--- config.mk ---
export PLATFORM = sky130hd
export DESIGN_NAME = dual_ratio_clkdiv
export DESIGN_NICKNAME = d
export VERILOG_FILES = /design/src/rtl/dual_ratio_clkdiv_pkg.sv /design/src/rtl/clkdiv_rst_sync.sv /design/src/rtl/clkdiv_freeze_sampler.sv /design/src/rtl/clkdiv_ratio_div.sv /design/src/rtl/dual_ratio_clkdiv.sv
export SDC_FILE = /design/constraint.sdc
export NUM_CORES = 1
export LEC_CHECK = 0
export BUFFER_PORTS_ARGS = -buffer_cell sky130_fd_sc_hd__buf_2
export CAP_MARGIN = 25
export CORE_AREA = 2 2 39 41
export CTS_CLUSTER_DIAMETER = 50
export DETAILED_ROUTE_END_ITERATION = 8
export DIE_AREA = 0 0 41 43
export GPL_ROUTABILITY_DRIVEN = 0
export PLACE_DENSITY = 0.57
export SLEW_MARGIN = 15
export SYNTH_ARGS = -nofsm -noshare
export SYNTH_HDL_FRONTEND = slang
export SYNTH_SLANG_ARGS = --single-unit
--- constraint.sdc ---
create_clock -name clk -period 0.8 [get_ports clk]
set_input_delay 0.04 -clock clk [delete_from_list [all_inputs] [get_ports clk]]
set_output_delay 0.04 -clock clk [all_outputs]
set_load 0.05 [all_outputs]
--- src/rtl/dual_ratio_clkdiv_pkg.sv ---
`timescale 1ns/1ps
package dual_ratio_clkdiv_pkg;

  // Half-period lengths, counted in input clock cycles, for the two slow ratios
  localparam int unsigned HALF_LEN_SEL0 = 2;
  localparam int unsigned HALF_LEN_SEL1 = 3;

  // Counter width large enough to hold the longer half-period minus one
  function automatic int unsigned half_cnt_width(input int unsigned len_a,
                                                 input int unsigned len_b);
    int unsigned longest;
    longest = (len_a > len_b) ? len_a : len_b;
    return (longest < 3) ? 1 : $clog2(longest);
  endfunction

endpackage

--- src/rtl/clkdiv_rst_sync.sv ---
`timescale 1ns/1ps
module clkdiv_rst_sync #(
  parameter int unsigned STAGES = 2
) (
  input  logic clk,
  input  logic rst_n_async,
  output logic rst_n_sync
);

  logic [STAGES-1:0] chain_q;
  logic [STAGES-1:0] chain_d;

  generate
    if (STAGES == 1) begin : g_single
      always_comb chain_d = 1'b1;
    end else begin : g_multi
      always_comb chain_d = {chain_q[STAGES-2:0], 1'b1};
    end
  endgenerate

  always_ff @(posedge clk or negedge rst_n_async) begin
    if (!rst_n_async) chain_q <= '0;
    else              chain_q <= chain_d;
  end

  assign rst_n_sync = chain_q[STAGES-1];

endmodule

--- src/rtl/clkdiv_freeze_sampler.sv ---
`timescale 1ns/1ps
module clkdiv_freeze_sampler (
  input  logic clk,
  input  logic rst_n,
  input  logic freeze_i,
  output logic freeze_q
);

  // Captured while the clock is low, so the rising edge that uses it
  // always sees a value that settled during the low phase.
  logic freeze_d;

  always_comb freeze_d = freeze_i;

  always_ff @(negedge clk or negedge rst_n) begin
    if (!rst_n) freeze_q <= 1'b0;
    else        freeze_q <= freeze_d;
  end

endmodule

--- src/rtl/clkdiv_ratio_div.sv ---
`timescale 1ns/1ps
module clkdiv_ratio_div #(
  parameter int unsigned HALF_A = dual_ratio_clkdiv_pkg::HALF_LEN_SEL0,
  parameter int unsigned HALF_B = dual_ratio_clkdiv_pkg::HALF_LEN_SEL1
) (
  input  logic clk,
  input  logic rst_n,
  input  logic adv_i,
  input  logic sel_i,
  output logic out_o,
  output logic rise_o
);

  localparam int unsigned CNT_W    = dual_ratio_clkdiv_pkg::half_cnt_width(HALF_A, HALF_B);
  localparam int unsigned HALF_MAX = (HALF_A > HALF_B) ? HALF_A : HALF_B;
  localparam logic [CNT_W-1:0] RELOAD_A = CNT_W'(HALF_A - 1);
  localparam logic [CNT_W-1:0] RELOAD_B = CNT_W'(HALF_B - 1);
  localparam logic [CNT_W-1:0] CNT_TOP  = CNT_W'(HALF_MAX - 1);

  logic [CNT_W-1:0] cnt_q, cnt_d;
  logic             out_q, out_d;
  logic             sel_q, sel_d;
  logic             edge_now;
  logic             rise_now;
  logic             sel_next;

  // Remaining cycles in the current half-period reach zero: toggle now
  always_comb edge_now = adv_i && (cnt_q == '0);
  always_comb rise_now = edge_now && !out_q;

  // The ratio is re-read only when a rising edge starts a new period
  always_comb sel_next = rise_now ? sel_i : sel_q;

  always_comb begin
    cnt_d = cnt_q;
    out_d = out_q;
    sel_d = sel_next;
    if (edge_now) begin
      out_d = !out_q;
      cnt_d = sel_next ? RELOAD_B : RELOAD_A;
    end else if (adv_i) begin
      cnt_d = cnt_q - 1'b1;
    end
  end

  always_ff @(posedge clk or negedge rst_n) begin
    if (!rst_n) begin
      cnt_q <= '0;
      out_q <= 1'b0;
      sel_q <= 1'b0;
    end else begin
      cnt_q <= cnt_d;
      out_q <= out_d;
      sel_q <= sel_d;
    end
  end

  assign out_o  = out_q;
  assign rise_o = rise_now;

  AST_CNT_IN_RANGE: assert property (@(posedge clk) disable iff (!rst_n)
    cnt_q <= CNT_TOP);

  AST_SEL_HELD_MIDPERIOD: assert property (@(posedge clk) disable iff (!rst_n)
    !rise_now |=> $stable(sel_q));

  AST_STOPPED_NO_CHANGE: assert property (@(posedge clk) disable iff (!rst_n)
    !adv_i |=> $stable(out_q) && $stable(cnt_q));

endmodule

--- src/rtl/dual_ratio_clkdiv.sv ---
`timescale 1ns/1ps
module dual_ratio_clkdiv #(
  parameter int unsigned HALF_A     = dual_ratio_clkdiv_pkg::HALF_LEN_SEL0,
  parameter int unsigned HALF_B     = dual_ratio_clkdiv_pkg::HALF_LEN_SEL1,
  parameter int unsigned SYNC_DEPTH = 2
) (
  input  logic clk,
  input  logic rst_n,
  input  logic freeze_i,
  input  logic ratio_sel_i,
  output logic half_o,
  output logic slow_o,
  output logic phase_o
);

  logic rst_n_int;
  logic freeze_q;
  logic run;
  logic slow_rise;
  logic slow_q;
  logic half_q, half_d;
  logic phase_q, phase_d;

  clkdiv_rst_sync #(.STAGES(SYNC_DEPTH)) u_rst_sync (
    .clk         (clk),
    .rst_n_async (rst_n),
    .rst_n_sync  (rst_n_int)
  );

  clkdiv_freeze_sampler u_freeze (
    .clk      (clk),
    .rst_n    (rst_n_int),
    .freeze_i (freeze_i),
    .freeze_q (freeze_q)
  );

  always_comb run = !freeze_q;

  clkdiv_ratio_div #(.HALF_A(HALF_A), .HALF_B(HALF_B)) u_slow (
    .clk    (clk),
    .rst_n  (rst_n_int),
    .adv_i  (run),
    .sel_i  (ratio_sel_i),
    .out_o  (slow_q),
    .rise_o (slow_rise)
  );

  // Divide-by-2 stage shares the clock enable of the slow divider
  always_comb half_d = run ? !half_q : half_q;

  // Flag the period that begins with a shared rising edge
  always_comb phase_d = slow_rise && !half_q;

  always_ff @(posedge clk or negedge rst_n_int) begin
    if (!rst_n_int) begin
      half_q  <= 1'b0;
      phase_q <= 1'b0;
    end else begin
      half_q  <= half_d;
      phase_q <= phase_d;
    end
  end

  assign half_o  = half_q;
  assign slow_o  = slow_q;
  assign phase_o = phase_q;

  AST_HALF_TOGGLES: assert property (@(posedge clk) disable iff (!rst_n_int)
    !freeze_q |=> (half_q != $past(half_q)));

  AST_SHARED_RISE: assert property (@(posedge clk) disable iff (!rst_n_int)
    $rose(slow_q) |-> $rose(half_q));

  AST_PHASE_ONE_CYCLE: assert property (@(posedge clk) disable iff (!rst_n_int)
    phase_q |=> !phase_q);

  AST_PHASE_BOTH_HIGH: assert property (@(posedge clk) disable iff (!rst_n_int)
    phase_q |-> (half_q && slow_q));

  AST_FREEZE_HOLDS: assert property (@(posedge clk) disable iff (!rst_n_int)
    freeze_q |=> ($stable(half_q) && $stable(slow_q) && !phase_q));

endmodule

==> metrics.txt, run 1 <==
starting DRC count in detailed routing 1; Hold WC Path Type input pin to flop; Max H-tree Level 1; worst skew pair latency 0.26 ns; status finished, violations left; Mapped Area 360.3 µm²; setup slack after layout -0.6103 ns; Fillers 142; count of nets left with antenna violations after detail routing 0; Pre-antenna DRT Iters 4; Die W 41 µm; via count 248; Final Cell Area 549.3 µm²; core area 1384 µm²; Initial Util 26.04%; number of antenna violations at the first check in global routing 0; Setup crit end u_slow.sel_q; filler-free cell count of the finished design 59; Reg area 226.5 µm²; maximum fanout along the worst path 2; Max Root-Sink Buffers 2; Lkg Pwr 0.0002568 µW; r2r endpoint u_slow.sel_q; antenna cell count 0; post-DR wirelength/cell 11.54 µm; CTS tree done; grt ovf 0; Inst Count DP 53; # DRC 0; pin count of the biggest net entering global routing 7; critical path class flop to flop; Pwr Total 2254 µW; number of global-route vias before repair 285; area of the multi-input gates 165.2 µm²; nets 49; final hold vios 0; WP data arrival 1.55 ns; GRT Total Usage 11.11%; Layout area overhead 52.43%; hpwl dp 539.8 µm; Crit. Startpoint u_freeze.freeze_q; Worst Skew 0.009509 ns; worst hold path depth 2; Routed WL 681 µm; r2r setup slk -0.61 ns; Mapped Cells 26; IO Port Bufs 6; total CTS buffers 3; FP Rows 14; Max-Cap Viols 0; failing checks setup timing; worst r2r path cells 3; full die area 1763 µm²; syn avg cell area 13.86 µm²; RR Startpoint u_freeze.freeze_q; io pins 7; Crit path required time 0.94 ns; total nets after synthesis 31; Die Span Y 43 µm; final setup TNS -3.067 ns; CTS Sinks 9; placed instance area 451.7 µm²; Cell variety after synth 15; Critical Path Start Type flop; vias per cell 4.203; Worst VDD drop 2.294 mV; CTS root buf clkbuf_4; Worst Setup End Kind flop; synth warn 0; Reg clk slew, reported paths 0.06 ns; RSZ-0062 raised after global routing true; Slew Limit Fails 0; sequential share of the synthesized area 62.50%; Synth Register Bits 9; layout cell share with drive strength beyond 1 62.79%; post-route core utilization 39.69%; final setup fails 9; pwr/cell area 4104 nW/µm²; first-pass GRT wire length 1200 µm
[report_power, final]
group	internal [µW]	switching (µW)
sequential	606	109
combinational	603	593
clock	192	151
total	1400	853
[kinds of logic (layout without fill, tap and decap cells)]
group	count (synthesis)	after routing	synth area share, %
fa+ha+maj	1	1	3.472
xor+xnor	2	2	4.862
compound gates	2	2	4.515
simple gates	6	6	10.42
flops	9	9	62.50
other cells	1	1	1.041
buf+inv	2	19	2.084
mux	3	3	11.11
[flip-flops by register name (all words and copies together) (netlist names)]
| name | flops |
|---|---|
| half_o | 1 |
| phase_o | 1 |
| u_freeze.freeze_q | 1 |
| u_rst_sync.chain_q | 2 |
| u_slow.cnt_q | 2 |
| u_slow.out_o | 1 |
| u_slow.sel_q | 1 |
[critical path: stages, from the launching register on]
cell	delay, ns
dfrtn_1	0.42
nand2b_4	0.15
nor2_4	0.03
mux2_4	0.28
[cells in the mapped netlist]
| cell type | number | share of area [%] |
|---|---|---|
| nor3_1 | 2 | 2.8 |
| nand2_1 | 1 | 1.0 |
| nor2_2 | 1 | 1.7 |
| nand2b_4 | 1 | 3.8 |
| xnor2_1 | 2 | 4.9 |
| dfrtp_1 | 8 | 56 |
| dfrtn_1 | 1 | 6.9 |
| a211oi_1 | 1 | 2.1 |
| conb_1 | 1 | 1.0 |
| inv_1 | 2 | 2.1 |
| nor2_1 | 1 | 1.0 |
| ha_1 | 1 | 3.5 |
| mux2i_1 | 1 | 2.8 |
| o21ai_2 | 1 | 2.4 |
| mux2_4 | 2 | 8.3 |
[placed cells by master (no fill, tap or decap), drive strengths merged]
master,n
dfrtp,8
dfrtn,1
ha,1
nor2,2
xnor2,2
nand2b,1
a211oi,1
mux2,2
nand2,1
buf,11
o21ai,1
nor3,2
conb,1
dlygate4sd3,1
inv,2
clkbuf,5
mux2i,1
[metrics by stage]
stage	setup slack, ns	hold slack [ns]
global placement	-0.5808	-0.1753
detailed placement	-0.6201	-0.1728
finish	-0.6103	0.03726
floorplan	-0.7029	-0.2556
CTS	-0.6064	0.02831
global route	-0.6425	0.03653
[layout make-up]
cell class / instances / area share, %
clock buffers: 4 / 4.784
repair buffers: 13 / 18.91
inverters: 2 / 1.367
well taps: 16 / 3.645
flip-flops and latches: 9 / 41.23
multi-input cells: 15 / 30.07
[per-layer routing]
layer,vias to the layer above,share of wire [%],global-route usage (%),routed length (µm)
li1,117,-,-,-
met1,116,38,12.16,257
met2,8,53,14.37,363
met3,7,3.4,4.188,23
met4,0,5.6,12.67,38
met5,-,0,0,0
[worst min path at each step]
stage | endpoint | slack [ns] | from
floorplan | u_rst_sync.chain_q[0] | -0.26 | rst_n
global placement | u_rst_sync.chain_q[0] | -0.18 | rst_n
detailed placement | u_rst_sync.chain_q[0] | -0.17 | rst_n
CTS | u_slow.sel_q | 0.03 | ratio_sel_i
global route | u_slow.sel_q | 0.04 | ratio_sel_i
finish | u_slow.sel_q | 0.04 | ratio_sel_i
[timing repair]
| action | in CTS | in global routing |
|---|---|---|
| buffers inserted | 1 | 0 |
| hold buffers | 1 | 0 |
| hold endpoints to repair | 2 | 0 |
| gates resized for setup | 8 | 5 |
| setup endpoints to repair | 9 | 9 |
Power figures use the tool's default switching activity.
==> run 2, diff against run 1 <==
Settings changed: RECOVER_POWER from default to 50.
==> run 2 against run 1 <==
The flow still finishes with violations (setup timing). Clock power barely moved. Hold slack got worse by 0.0020 ns. Critical path depth stayed put. Total power about the same. Core utilization down 0.36 points. Sequential power about the same. Register-to-register slack hardly changed. Combinational power about the same. Count of clock-buffer cells in the layout is the same.
==> metrics.txt, run 2 (synthesis results as in run 1) <==
Lkg Pwr 0.0002504 µW (-2.5%); RR Startpoint u_freeze.freeze_q; Worst Setup End Kind flop; grt ovf 0 (unchanged); via count 250 (+0.81%); Pre-antenna DRT Iters 2 (-2); Worst Skew 0.009272 ns (-0.0002375 ns); WP data arrival 1.55 ns (about the same); Max H-tree Level 1 (unchanged); worst r2r path cells 3 (unchanged); post-route core utilization 39.33% (-0.36 points); critical path class flop to flop; FP Rows 14 (unchanged); met2 Usage GRT 14.37% (unchanged); antenna cell count 0 (unchanged); Slew Limit Fails 0 (unchanged); met3 Use GR 4.188% (unchanged); post-DR wirelength/cell 11.61 µm (+0.59%); full die area 1763 µm² (unchanged); Inst Count DP 53 (unchanged); Cell Chain, Critical Path nand2b_4, nor2_4, mux2_4; layout cell share with drive strength beyond 1 58.14% (-4.7 points); Reg area 226.5 µm² (unchanged); CTS tree done; GRT Total Usage 11.11% (unchanged); Top Registers u_rst_sync.chain_q (2), u_slow.cnt_q (2); Max-Cap Viols 0 (unchanged); final hold vios 0 (unchanged); status finished, violations left; r2r endpoint u_slow.sel_q; number of antenna violations at the first check in global routing 0 (unchanged); CTS Sinks 9 (unchanged); Worst Hold Slack 0.03528 ns (-0.001976 ns); Routed WL 685 µm (+0.59%); io pins 7 (unchanged); Fillers 143 (+0.70%); core area 1384 µm² (unchanged); Worst VDD drop 2.298 mV (+0.20%); nets 49 (unchanged); Max Root-Sink Buffers 2 (unchanged); final setup fails 9 (unchanged); CTS root buf clkbuf_4; commonest non-fill, non-tap cells in the layout dfrtp_1 (7), clkbuf_4 (4), buf_4 (4); Setup crit end u_slow.sel_q; Reg clk slew, reported paths 0.06 ns (about the same); r2r setup slk -0.61 ns (about the same); failing checks setup timing; total CTS buffers 3 (unchanged); Die W 41 µm (unchanged); Hold WC Path Type input pin to flop; starting DRC count in detailed routing 1 (unchanged); area of the multi-input gates 165.2 µm² (unchanged); hpwl dp 539.8 µm (unchanged); Layout area overhead 51.04%; setup slack after layout -0.6105 ns (-0.0001810 ns); pwr/cell area 4138 nW/µm² (+0.83%); met1 GRT Util 12.16% (unchanged); Die Span Y 43 µm (unchanged); number of global-route vias before repair 285 (unchanged); pin count of the biggest net entering global routing 7 (unchanged); first-pass GRT wire length 1200 µm (unchanged); RSZ-0062 raised after global routing true; Critical Path Start Type flop; busiest grt layer met2; vias per cell 4.237 (+0.81%); Critical Path Max Stage Delay 0.42 ns (about the same); Initial Util 26.04% (unchanged); Crit. Startpoint u_freeze.freeze_q; maximum fanout along the worst path 2 (unchanged); Crit path required time 0.94 ns (about the same); # DRC 0 (unchanged); filler-free cell count of the finished design 59 (unchanged); commonest non-fill, non-tap cell in the layout dfrtp_1; count of nets left with antenna violations after detail routing 0 (unchanged); IO Port Bufs 6 (unchanged); worst skew pair latency 0.26 ns (about the same); Worst path slowest cell dfrtn_1; final setup TNS -3.075 ns (-0.007390 ns)
run 2: layout make-up:
class	count	area share, %
Multi-Input combinational cell	15	30.34
Inverter	2	1.379
Timing Repair Buffer	13	18.16
Clock buffer	4	4.828
Tap cell	16	3.678
Sequential cell	9	41.61
run 2: power by group:
part / internal (µW) / total [µW] / switching, µW
combinational: 600 / 1190 / 593
sequential: 606 / 715 / 108
clock: 192 / 345 / 153
run 2: worst max-delay path: cells and delay by family, from the launching register on:
kind	cells	cell delay (ns)
flops	1	0.42
simple gates	2	0.18
mux	1	0.28
run 2: routing by layer:
layer / wire, µm / up-vias
li1: - / 117
met1: 264 / 118
met2: 356 / 9
met3: 26 / 6
met4: 38 / 0
met5: 0 / -
run 2: how the worst min path moves through the flow:
stage,from,to,depth (start not counted)
after floorplan,rst_n,u_rst_sync.chain_q[0],0
after global placement,rst_n,u_rst_sync.chain_q[0],1
after detailed placement,rst_n,u_rst_sync.chain_q[0],1
after CTS,ratio_sel_i,u_slow.sel_q,2
after global routing,ratio_sel_i,u_slow.sel_q,2
final,ratio_sel_i,u_slow.sel_q,2
run 2: per-stage QoR:
step	power [µW]	setup WS, ns	instance area [µm²]
6_report	2252	-0.6105	544.3
5_1_grt	2381	-0.6425	544.3
4_1_cts	2197	-0.6064	528.0
3_5_place_dp	1648	-0.6201	451.7
3_3_place_gp	1570	-0.5808	451.7
2_1_floorplan	1360	-0.7029	364.1
run 2: timing repair:
item,CTS,global route
hold endpoints to repair,2,0
hold buffers,1,0
resized for setup,8,5
setup buffers,1,0
setup endpoints to repair,9,9
